File: config.mk
export PLATFORM = sky130hd
export DESIGN_NAME = mpkt_seq
export DESIGN_NICKNAME = d
export VERILOG_FILES = /design/src/rtl/mpkt_pkg.sv /design/src/rtl/mpkt_dp.sv /design/src/rtl/mpkt_ctrl.sv /design/src/rtl/mpkt_seq.sv
export SDC_FILE = /design/constraint.sdc
export NUM_CORES = 1
export LEC_CHECK = 0
export CAP_MARGIN = 20
export CORE_ASPECT_RATIO = 1.2
export CORE_UTILIZATION = 45
export CTS_CLUSTER_DIAMETER = 80
export DETAILED_ROUTE_END_ITERATION = 10
export PLACE_DENSITY = 0.72
export SLEW_MARGIN = 40
export SYNTH_ARGS = -nofsm -noshare
export SYNTH_HDL_FRONTEND = slang
export SYNTH_SLANG_ARGS = --single-unit
File: constraint.sdc
create_clock -name clk -period 5.1 [get_ports clk]
set_input_delay 0.51 -clock clk [delete_from_list [all_inputs] [get_ports clk]]
set_output_delay 0.51 -clock clk [all_outputs]
set_load 0.005 [all_outputs]
File: src/rtl/mpkt_pkg.sv
package mpkt_pkg;

  typedef enum logic [2:0] {
    ST_IDLE,
    ST_ARMED,
    ST_IN_DATA,
    ST_IN_HS,
    ST_OUT_DATA
  } seqState_t;

  // strobes from control to datapath
  typedef struct packed {
    logic ldStart;   // capture a new transfer
    logic byteClr;   // restart the byte index of a packet
    logic byteStep;  // one byte moved
    logic advance;   // commit the packet just moved
  } dpCmd_t;

endpackage

File: src/rtl/mpkt_dp.sv
module mpkt_dp
  import mpkt_pkg::*;
#(
  parameter int ADDR_W = 16,
  parameter int CNT_W  = 14,
  parameter int PKT_W  = 11
) (
  input  logic              clk,
  input  logic              rstN,
  input  dpCmd_t            cmd,
  input  logic [ADDR_W-1:0] startAddr,
  input  logic [CNT_W-1:0]  totalBytes,
  input  logic [PKT_W-1:0]  cfgMaxPkt,
  input  logic              cfgDirIn,
  input  logic              cfgZlpEn,
  output logic [ADDR_W-1:0] ramAddr,
  output logic [PKT_W-1:0]  pktLen,
  output logic [CNT_W-1:0]  xferCount,
  output logic              dirIn,
  output logic              pktEmpty,
  output logic              lastByte,
  output logic              idxBelowLen,
  output logic              doneIfAdv
);

  logic [ADDR_W-1:0] curAddr;
  logic [CNT_W-1:0]  remain;
  logic [CNT_W-1:0]  xferCnt;
  logic [PKT_W-1:0]  maxPktQ;
  logic [PKT_W-1:0]  byteIdx;
  logic              zlpQ;

  logic [CNT_W-1:0]  maxExt;
  logic [CNT_W-1:0]  idxExt;
  logic [CNT_W-1:0]  pktLenW;
  logic [CNT_W-1:0]  remAfter;
  logic              shortPkt;

  always_comb begin
    maxExt      = CNT_W'(maxPktQ);
    idxExt      = CNT_W'(byteIdx);
    pktLenW     = (remain < maxExt) ? remain : maxExt;
    pktLen      = pktLenW[PKT_W-1:0];
    pktEmpty    = (pktLenW == '0);
    lastByte    = ((idxExt + CNT_W'(1)) == pktLenW);
    idxBelowLen = (idxExt < pktLenW);
    remAfter    = remain - idxExt;
    shortPkt    = (byteIdx < maxPktQ);
    // a short packet ends the transfer; a full one ends it when the buffer is
    // empty unless a closing zero-length IN packet is still owed
    doneIfAdv   = shortPkt || ((remAfter == '0) && !(dirIn && zlpQ));
    ramAddr     = curAddr + ADDR_W'(byteIdx);
    xferCount   = xferCnt;
  end

  always_ff @(posedge clk or negedge rstN) begin
    if (!rstN) begin
      curAddr <= '0;
      remain  <= '0;
      xferCnt <= '0;
      maxPktQ <= '0;
      dirIn   <= 1'b0;
      zlpQ    <= 1'b0;
    end else if (cmd.ldStart) begin
      curAddr <= startAddr;
      remain  <= totalBytes;
      xferCnt <= '0;
      maxPktQ <= cfgMaxPkt;
      dirIn   <= cfgDirIn;
      zlpQ    <= cfgZlpEn;
    end else if (cmd.advance) begin
      curAddr <= curAddr + ADDR_W'(byteIdx);
      remain  <= remain - idxExt;
      xferCnt <= xferCnt + idxExt;
    end
  end

  always_ff @(posedge clk or negedge rstN) begin
    if (!rstN) begin
      byteIdx <= '0;
    end else if (cmd.byteClr || cmd.advance) begin
      byteIdx <= '0;
    end else if (cmd.byteStep) begin
      byteIdx <= byteIdx + PKT_W'(1);
    end
  end

endmodule

File: src/rtl/mpkt_ctrl.sv
module mpkt_ctrl
  import mpkt_pkg::*;
#(
  parameter int PKT_W = 11
) (
  input  logic             clk,
  input  logic             rstN,
  input  logic             cfgEnable,
  input  logic [PKT_W-1:0] cfgMaxPkt,
  input  logic             start,
  input  logic             clrDone,
  input  logic             clrErr,
  input  logic             tokenIn,
  input  logic             tokenOut,
  input  logic             hsAck,
  input  logic             hsNak,
  input  logic             txReady,
  input  logic             rxValid,
  input  logic             rxEnd,
  input  logic             rxBad,
  input  logic             ramGnt,
  input  logic             dirIn,
  input  logic             pktEmpty,
  input  logic             lastByte,
  input  logic             idxBelowLen,
  input  logic             doneIfAdv,
  output dpCmd_t           cmd,
  output logic             txValid,
  output logic             txLast,
  output logic             ramReq,
  output logic             ramWe,
  output logic             busy,
  output logic             doneIrq,
  output logic             errFlag
);

  seqState_t state, nextState;
  logic      setDone;
  logic      setErr;

  always_comb begin
    nextState = state;
    cmd       = '0;
    setDone   = 1'b0;
    setErr    = 1'b0;
    ramReq    = 1'b0;
    ramWe     = 1'b0;
    txValid   = 1'b0;
    txLast    = 1'b0;
    unique case (state)
      ST_IDLE: begin
        if (start && cfgEnable && (cfgMaxPkt != '0)) begin
          cmd.ldStart = 1'b1;
          nextState   = ST_ARMED;
        end
      end
      ST_ARMED: begin
        if (tokenIn && dirIn) begin
          cmd.byteClr = 1'b1;
          nextState   = ST_IN_DATA;
        end else if (tokenOut && !dirIn) begin
          cmd.byteClr = 1'b1;
          nextState   = ST_OUT_DATA;
        end
      end
      ST_IN_DATA: begin
        if (pktEmpty) begin
          nextState = ST_IN_HS;
        end else begin
          ramReq  = 1'b1;
          txValid = ramGnt;
          txLast  = lastByte;
          if (txReady) begin
            if (ramGnt) begin
              cmd.byteStep = 1'b1;
              if (lastByte) nextState = ST_IN_HS;
            end else begin
              setErr    = 1'b1;
              nextState = ST_ARMED;
            end
          end
        end
      end
      ST_IN_HS: begin
        if (hsAck) begin
          cmd.advance = 1'b1;
          if (doneIfAdv) begin
            setDone   = 1'b1;
            nextState = ST_IDLE;
          end else begin
            nextState = ST_ARMED;
          end
        end else if (hsNak) begin
          nextState = ST_ARMED;
        end
      end
      ST_OUT_DATA: begin
        if (rxBad) begin
          nextState = ST_ARMED;
        end else if (rxEnd) begin
          cmd.advance = 1'b1;
          if (doneIfAdv) begin
            setDone   = 1'b1;
            nextState = ST_IDLE;
          end else begin
            nextState = ST_ARMED;
          end
        end else if (rxValid && idxBelowLen) begin
          ramReq       = 1'b1;
          ramWe        = 1'b1;
          cmd.byteStep = 1'b1;
        end
      end
      default: nextState = ST_IDLE;
    endcase
  end

  always_ff @(posedge clk or negedge rstN) begin
    if (!rstN) begin
      state   <= ST_IDLE;
      doneIrq <= 1'b0;
      errFlag <= 1'b0;
    end else begin
      state   <= nextState;
      doneIrq <= setDone | (doneIrq & ~clrDone);
      errFlag <= setErr | (errFlag & ~clrErr);
    end
  end

  assign busy = (state != ST_IDLE);

endmodule

File: src/rtl/mpkt_seq.sv
module mpkt_seq
  import mpkt_pkg::*;
#(
  parameter int ADDR_W = 16,
  parameter int CNT_W  = 14,
  parameter int PKT_W  = 11,
  parameter int DATA_W = 8
) (
  input  logic              clk,
  input  logic              rstN,
  input  logic              cfgEnable,
  input  logic              cfgDirIn,
  input  logic              cfgZlpEn,
  input  logic [PKT_W-1:0]  cfgMaxPkt,
  input  logic              start,
  input  logic [ADDR_W-1:0] startAddr,
  input  logic [CNT_W-1:0]  totalBytes,
  input  logic              clrDone,
  input  logic              clrErr,
  input  logic              tokenIn,
  input  logic              tokenOut,
  input  logic              hsAck,
  input  logic              hsNak,
  input  logic              txReady,
  output logic              txValid,
  output logic [DATA_W-1:0] txData,
  output logic              txLast,
  input  logic              rxValid,
  input  logic [DATA_W-1:0] rxData,
  input  logic              rxEnd,
  input  logic              rxBad,
  output logic              ramReq,
  output logic              ramWe,
  output logic [ADDR_W-1:0] ramAddr,
  output logic [DATA_W-1:0] ramWdata,
  input  logic              ramGnt,
  input  logic [DATA_W-1:0] ramRdata,
  output logic              busy,
  output logic [PKT_W-1:0]  pktLen,
  output logic [CNT_W-1:0]  xferCount,
  output logic              doneIrq,
  output logic              errFlag
);

  dpCmd_t cmd;
  logic   dirIn;
  logic   pktEmpty;
  logic   lastByte;
  logic   idxBelowLen;
  logic   doneIfAdv;

  mpkt_ctrl #(.PKT_W(PKT_W)) ctrlI (
    .clk(clk), .rstN(rstN), .cfgEnable(cfgEnable), .cfgMaxPkt(cfgMaxPkt),
    .start(start), .clrDone(clrDone), .clrErr(clrErr),
    .tokenIn(tokenIn), .tokenOut(tokenOut), .hsAck(hsAck), .hsNak(hsNak),
    .txReady(txReady), .rxValid(rxValid), .rxEnd(rxEnd), .rxBad(rxBad),
    .ramGnt(ramGnt), .dirIn(dirIn), .pktEmpty(pktEmpty), .lastByte(lastByte),
    .idxBelowLen(idxBelowLen), .doneIfAdv(doneIfAdv), .cmd(cmd),
    .txValid(txValid), .txLast(txLast), .ramReq(ramReq), .ramWe(ramWe),
    .busy(busy), .doneIrq(doneIrq), .errFlag(errFlag)
  );

  mpkt_dp #(.ADDR_W(ADDR_W), .CNT_W(CNT_W), .PKT_W(PKT_W)) dpI (
    .clk(clk), .rstN(rstN), .cmd(cmd), .startAddr(startAddr),
    .totalBytes(totalBytes), .cfgMaxPkt(cfgMaxPkt), .cfgDirIn(cfgDirIn),
    .cfgZlpEn(cfgZlpEn), .ramAddr(ramAddr), .pktLen(pktLen),
    .xferCount(xferCount), .dirIn(dirIn), .pktEmpty(pktEmpty),
    .lastByte(lastByte), .idxBelowLen(idxBelowLen), .doneIfAdv(doneIfAdv)
  );

  assign txData   = ramRdata;
  assign ramWdata = rxData;

endmodule

# Word level (Yosys, flattened, before mapping)
# Index checks and enable logic that the tools add are counted.
dict set report totals {
  reg_bits 73
  inputBits 74
  out_inout_bits 64
  wordCells 108
}
dict set report classes {
  n_addsub 5
  magnitude_cmp 3
  eq_ne 11
  muxes 54
  bitwise 6
  n_reduce_logical 19
}
# cell count
set ops {}
lappend ops {{$mux 14} 5}
lappend ops {{$mux 3} 11}
lappend ops {{$mux 16} 2}
lappend ops {{$logic_not 14->1} 2}
lappend ops {{$mux 1} 28}
lappend ops {{$mux 11} 2}
lappend ops {{$add 16x11->16} 1}
lappend ops {{$pmux 3 s5} 1}
lappend ops {{$add 14x11->14} 1}
lappend ops {{$eq 14x14->1} 1}
lappend ops {{$lt 11x14->1} 1}
lappend ops {{$lt 14x11->1} 1}
lappend ops {{$sub 14x11->14} 1}
lappend ops {{$add 11x1->12 const B} 1}
lappend ops {{$add 11x1->11 const B} 1}
lappend ops {{$lt 11x11->1} 1}
lappend ops {{$reduce_bool 11->1} 1}
lappend ops {{$pmux 1 s2} 4}
lappend ops {{$logic_and 1x1->1} 7}
lappend ops {{$eq 3x2->1 const B} 2}
lappend ops {{$ne 3x3->1 const B} 2}
lappend ops {{$reduce_and 6->1} 1}
lappend ops {{$ne 4x2->1 const B} 1}
lappend ops {{$reduce_bool 2->1} 2}
lappend ops {{13 further kinds} 18}

# Depth between registers and ports, before layout
dict set report logic_depth {
  ltp_word 10
  mapped_depth 19
}

# Cells and area by module
# Synthesis repeated with hierarchy kept, for this count alone.
dict set report unflattened {
  hier_cells 738
  area_unflattened_um2 6366.1
}
# module instances cells_per_inst area_each_um2
set by_module_without_submodules {}
lappend by_module_without_submodules {mpkt_dp 1 663 5763.0}
lappend by_module_without_submodules {mpkt_ctrl 1 59 483.0}
lappend by_module_without_submodules {mpkt_seq 1 16 120.1}

# Worst setup path before layout
# OpenSTA, ideal clock, no wires.
dict set report synth_path {
  path_type {register to output}
  from {register dpI.maxPktQ[4]}
  to {output ramReq}
  arrival_ns 3.026
  required_ns 4.590
  path_slack_ns 1.564
  path_stages_with_launch 12
  n_path_buf 0
  path_cell_list {dfrtp_1 > inv_1 > ha_1 > a21o_1 > a221o_1 > a21oi_4 > mux2i_1 > ha_1 > a2111o_1 > a31oi_1 > nand2_1 > nand2_1}
}
dict set report synth_between {
  elab_chain_len 8
}
# element line
set synth_rtl {}
lappend synth_rtl {{from (decl)} mpkt_dp.sv:29} ;# logic [PKT_W-1:0] maxPktQ;
lappend synth_rtl {{from (signal assigned)} mpkt_dp.sv:68} ;# maxPktQ <= cfgMaxPkt;
lappend synth_rtl {{$lt 14x11->1} mpkt_dp.sv:42} ;# pktLenW = (remain < maxExt) ? remain : maxExt;
lappend synth_rtl {{$mux 14 (*)} mpkt_dp.sv:42}
lappend synth_rtl {{$lt 11x14->1} mpkt_dp.sv:46} ;# idxBelowLen = (idxExt < pktLenW);
lappend synth_rtl {{$logic_and 1x1->1} mpkt_ctrl.sv:108} ;# end else if (rxValid && idxBelowLen) begin
lappend synth_rtl {{$mux 1} mpkt_ctrl.sv:108}
lappend synth_rtl {{$mux 1} mpkt_ctrl.sv:100} ;# end else if (rxEnd) begin
lappend synth_rtl {{$mux 1} mpkt_ctrl.sv:98} ;# if (rxBad) begin
lappend synth_rtl {{$pmux 1 s2 (*)} mpkt_ctrl.sv:50} ;# unique case (state)
lappend synth_rtl {{to (decl)} mpkt_seq.sv:32} ;# output logic ramReq,
# Every way passes the cells marked *; elsewhere a longest branch is shown, timed or not.

# Final worst setup path
dict set report layout_path {
  from {register dpI.maxPktQ[8]}
  to {output ramReq}
}
# Same word-level chain as after synthesis.

==> results.json <==
{
  "die_y_um": 131.3,
  "fin_setup_tns_ns": 0,
  "layout_commonest_cell": "clkdlybuf4s50_1",
  "synthAdderAreaFrac": 0.1292,
  "numPortBuffers": 105,
  "hold_viol_final": 0,
  "diodes": 0,
  "synth-async-reset-ratio": 1.000,
  "cts-root-buf": "clkbuf_16",
  "cts.path.max_buffers": 2,
  "grt_pass1_vias": 6070,
  "h-tree-depth": 3,
  "hpwl_um": 15160,
  "clock_insertion_delay_worst_skew_ns": 0.35,
  "synth_simple_gate_area_frac": 0.1813,
  "pre_cts_ws_ns": 0.6024,
  "setup_viol": 0,
  "synth_top_family_by_area": "compound AO/OA/AOI/OAI gates",
  "worst_slew_pin_slew_ns": 0.7786,
  "die_area_um2": 14420,
  "ys.warnings.count": 0,
  "p_leak_nw": 3.439,
  "drcViolationCount": 0,
  "post-cts-setup-buffer-count": 0,
  "crit_path_end_kind": "primary output",
  "initial_core_util": 0.4678,
  "cts_sinks": 73,
  "crit_path_start_kind": "flip-flop",
  "cp_top_family": "compound AO/OA/AOI/OAI gates",
  "placed_area_um2": 7380,
  "drive_gt1_frac": 0.05776,
  "synth_compound_area_frac": 0.2379,
  "max_stage_delay_ns": 0.56,
  "netlist_instances": 745,
  "postRouteAntennaNets": 0,
  "cts_tree": "done",
  "crit_chain": "inv_1 > ha_1 > and3_1 > a22oi_2 > and2_1 > o21ai_4 > mux2i_1 > ha_1 > nand2_1 > a2111oi_0 > a21oi_1 > o2111ai_1 > a31oi_2 > nand2_1 > nand2_1 > clkdlybuf4s50_1",
  "p_total_mw": 4.485,
  "final-seq-area_um2": 1827,
  "syn-cell-area_um2": 6274,
  "vias_per_cell": 5.956,
  "fp.dieW_um": 109.8,
  "grt_pass1_wl_um": 32160,
  "num-fill-cells": 1255,
  "fin_area_um2": 7716,
  "synth.area.mux_share": 0.02393,
  "p_per_area_nw_per_um2": 581.2,
  "r2r_start": "dpI.maxPktQ[8]$_DFFE_PN0P_",
  "fmax_ghz": 0.2059,
  "synth_cell_types": 75,
  "holdBufCountCts": 0,
  "dr.pass1.iters": 6,
  "period_minus_slack_ns": 4.857,
  "synth_xor_area_frac": 0.06781,
  "path_common_cell": "nand2_1",
  "synth_edf_count": 0,
  "clk_pin_slew_ns": 0.06,
  "worst_ep_arrival_time_ns": 4.35,
  "cts_buffers": 9,
  "max_slew_margin": 0.4775,
  "dp.cells": 983,
  "crit_fanout": 9,
  "maxSlewViolCount": 0,
  "cts_resized": 0,
  "worst_path_max_delay_cell": "a2111oi_0",
  "final_cell_mix": "104 x clkdlybuf4s50_1, 87 x nand2_1, 73 x dfrtp_1",
  "wirelength_um": 19920,
  "grt_usage": 0.2949,
  "syn-num-nets": 882,
  "maxCapViolCount": 0,
  "pin_count": 138,
  "crit_buf_inv": 2,
  "final_cells": 999,
  "seq_area_frac_synth": 0.2912,
  "vias": 5950,
  "cp-startpoint": "dpI.maxPktQ[8]$_DFFE_PN0P_",
  "grt_max_degree": 74,
  "first_iter_violations": 371,
  "final.period_utilization": 0.9523,
  "required_ns": 4.59,
  "synth_seq_cells": 73,
  "nNetsFinal": 963,
  "syn_avg_cell_area_um2": 8.421,
  "critPathKind": "flip-flop to primary output",
  "rsz0062_at_grt": "no",
  "grt_overflow": 0,
  "antenna_found_initial": 0,
  "status": "completed",
  "gp_congestion": 0.9125,
  "routedWlPerCell_um": 19.94,
  "synth_ff_type": "dfrtp_1",
  "multi_input_area_um2": 4038,
  "fin_ws_ns": 0.2430,
  "area_growth_pct": 23.00,
  "hp-class": "primary input to asynchronous set/reset pin",
  "core_area_um2": 13410,
  "skew_ns": 0.005950,
  "rows": 46,
  "ir_drop_v": 0.0003172
}
layer usage:
metal	GRT usage	vias to the layer above	share of wire
met3	0.05010	60	0.060
met4	0.1622	0	0.049
li1	-	2855	-
met5	0	-	0
met1	0.3524	2822	0.40
met2	0.4920	213	0.49
power breakdown:
group	switching, mW	leakage, nW	internal [mW]
registers	0.266	0.949	0.780
logic	1.48	2.33	1.24
clock network	0.267	0.162	0.454
total	2.01	3.44	2.47
Yosys cell counts (3+ instances only):
cell type / number / share of area
o21bai_1: 4 / 0.0048
nor3_1: 12 / 0.0096
o22ai_1: 10 / 0.010
a221o_1: 6 / 0.0096
a22oi_1: 21 / 0.025
nor4_1: 10 / 0.010
nand4_1: 9 / 0.0090
clkbuf_1: 22 / 0.013
o21ai_0: 58 / 0.046
nor2b_1: 7 / 0.0070
o21a_1: 4 / 0.0048
nand2_1: 87 / 0.052
fa_1: 3 / 0.0096
o2111ai_1: 4 / 0.0056
a21o_1: 16 / 0.019
nand2b_1: 11 / 0.011
mux2_2: 4 / 0.0072
and2_1: 5 / 0.0050
mux2i_1: 9 / 0.014
and3_1: 7 / 0.0070
nor2_1: 41 / 0.025
or3_1: 8 / 0.0080
dfrtp_1: 73 / 0.29
a311o_1: 3 / 0.0048
o31ai_1: 6 / 0.0072
a31oi_1: 6 / 0.0060
xnor2_1: 30 / 0.042
a21boi_0: 6 / 0.0072
ha_1: 60 / 0.12
buf_4: 16 / 0.019
a32oi_1: 3 / 0.0042
o32ai_1: 3 / 0.0042
a211oi_1: 4 / 0.0048
nand3_1: 26 / 0.021
inv_1: 53 / 0.032
a21oi_1: 34 / 0.027
xor2_1: 16 / 0.022
worst paths after layout:
path / end / slack, ns / depth (start not counted)
worst min register to register: dpI.curAddr[3]$_DFFE_PN0P_ / 0.50 / 2
min in group clk: dpI.curAddr[3]$_DFFE_PN0P_ / 0.50 / 2
worst max register to register: dpI.byteIdx[9]$_DFFE_PN0P_ / 0.79 / 16
worst min-delay path: dpI.maxPktQ[8]$_DFFE_PN0P_ / 0.16 / 1
max in group asynchronous: dpI.curAddr[15]$_DFFE_PN0P_ / 4.41 / 1
worst max-delay path: ramReq / 0.24 / 16
kinds of logic after synthesis:
logic type | after synthesis
AO/OA/AOI/OAI | 217
XOR/XNOR | 47
adder cells (fa/ha/maj) | 63
buffers and inverters | 96
flip-flops | 73
multiplexers | 14
AND/OR/NAND/NOR | 235
sequential cells by signal (all words and copies together) (netlist names):
name / flops
ctrlI.state: 3
dpI.maxPktQ: 11
dpI.curAddr: 16
dpI.dirIn: 1
dpI.zlpQ: 1
dpI.xferCount: 14
ctrlI.errFlag: 1
dpI.remain: 14
dpI.byteIdx: 11
ctrlI.doneIrq: 1
worst register-to-register path: cells and delay by family (launching register included):
kind            cells  cell delay (ns)
fa+ha+maj           2             0.59
simple gates        4             0.84
compound gates      8             1.94
mux                 1             0.21
flops               1             0.40
buf+inv             1             0.16
stage by stage:
step	utilization	hold WS, ns
after floorplan	-	0.2144
after global placement	0.5500	0.4647
after detailed placement	0.5503	0.4692
after CTS	0.5749	0.2198
after global routing	0.5754	0.2318
final	0.5754	0.1646
layout make-up:
| class | count | area share |
|---|---|---|
| clock buffers | 11 | 0.03275 |
| clock inverters | 5 | 0.01005 |
| inverters | 53 | 0.02578 |
| multi-input cells | 576 | 0.5233 |
| flip-flops and latches | 73 | 0.2367 |
| well taps | 168 | 0.02724 |
| repair buffers | 113 | 0.1442 |
(Power assumes the default switching activity.)
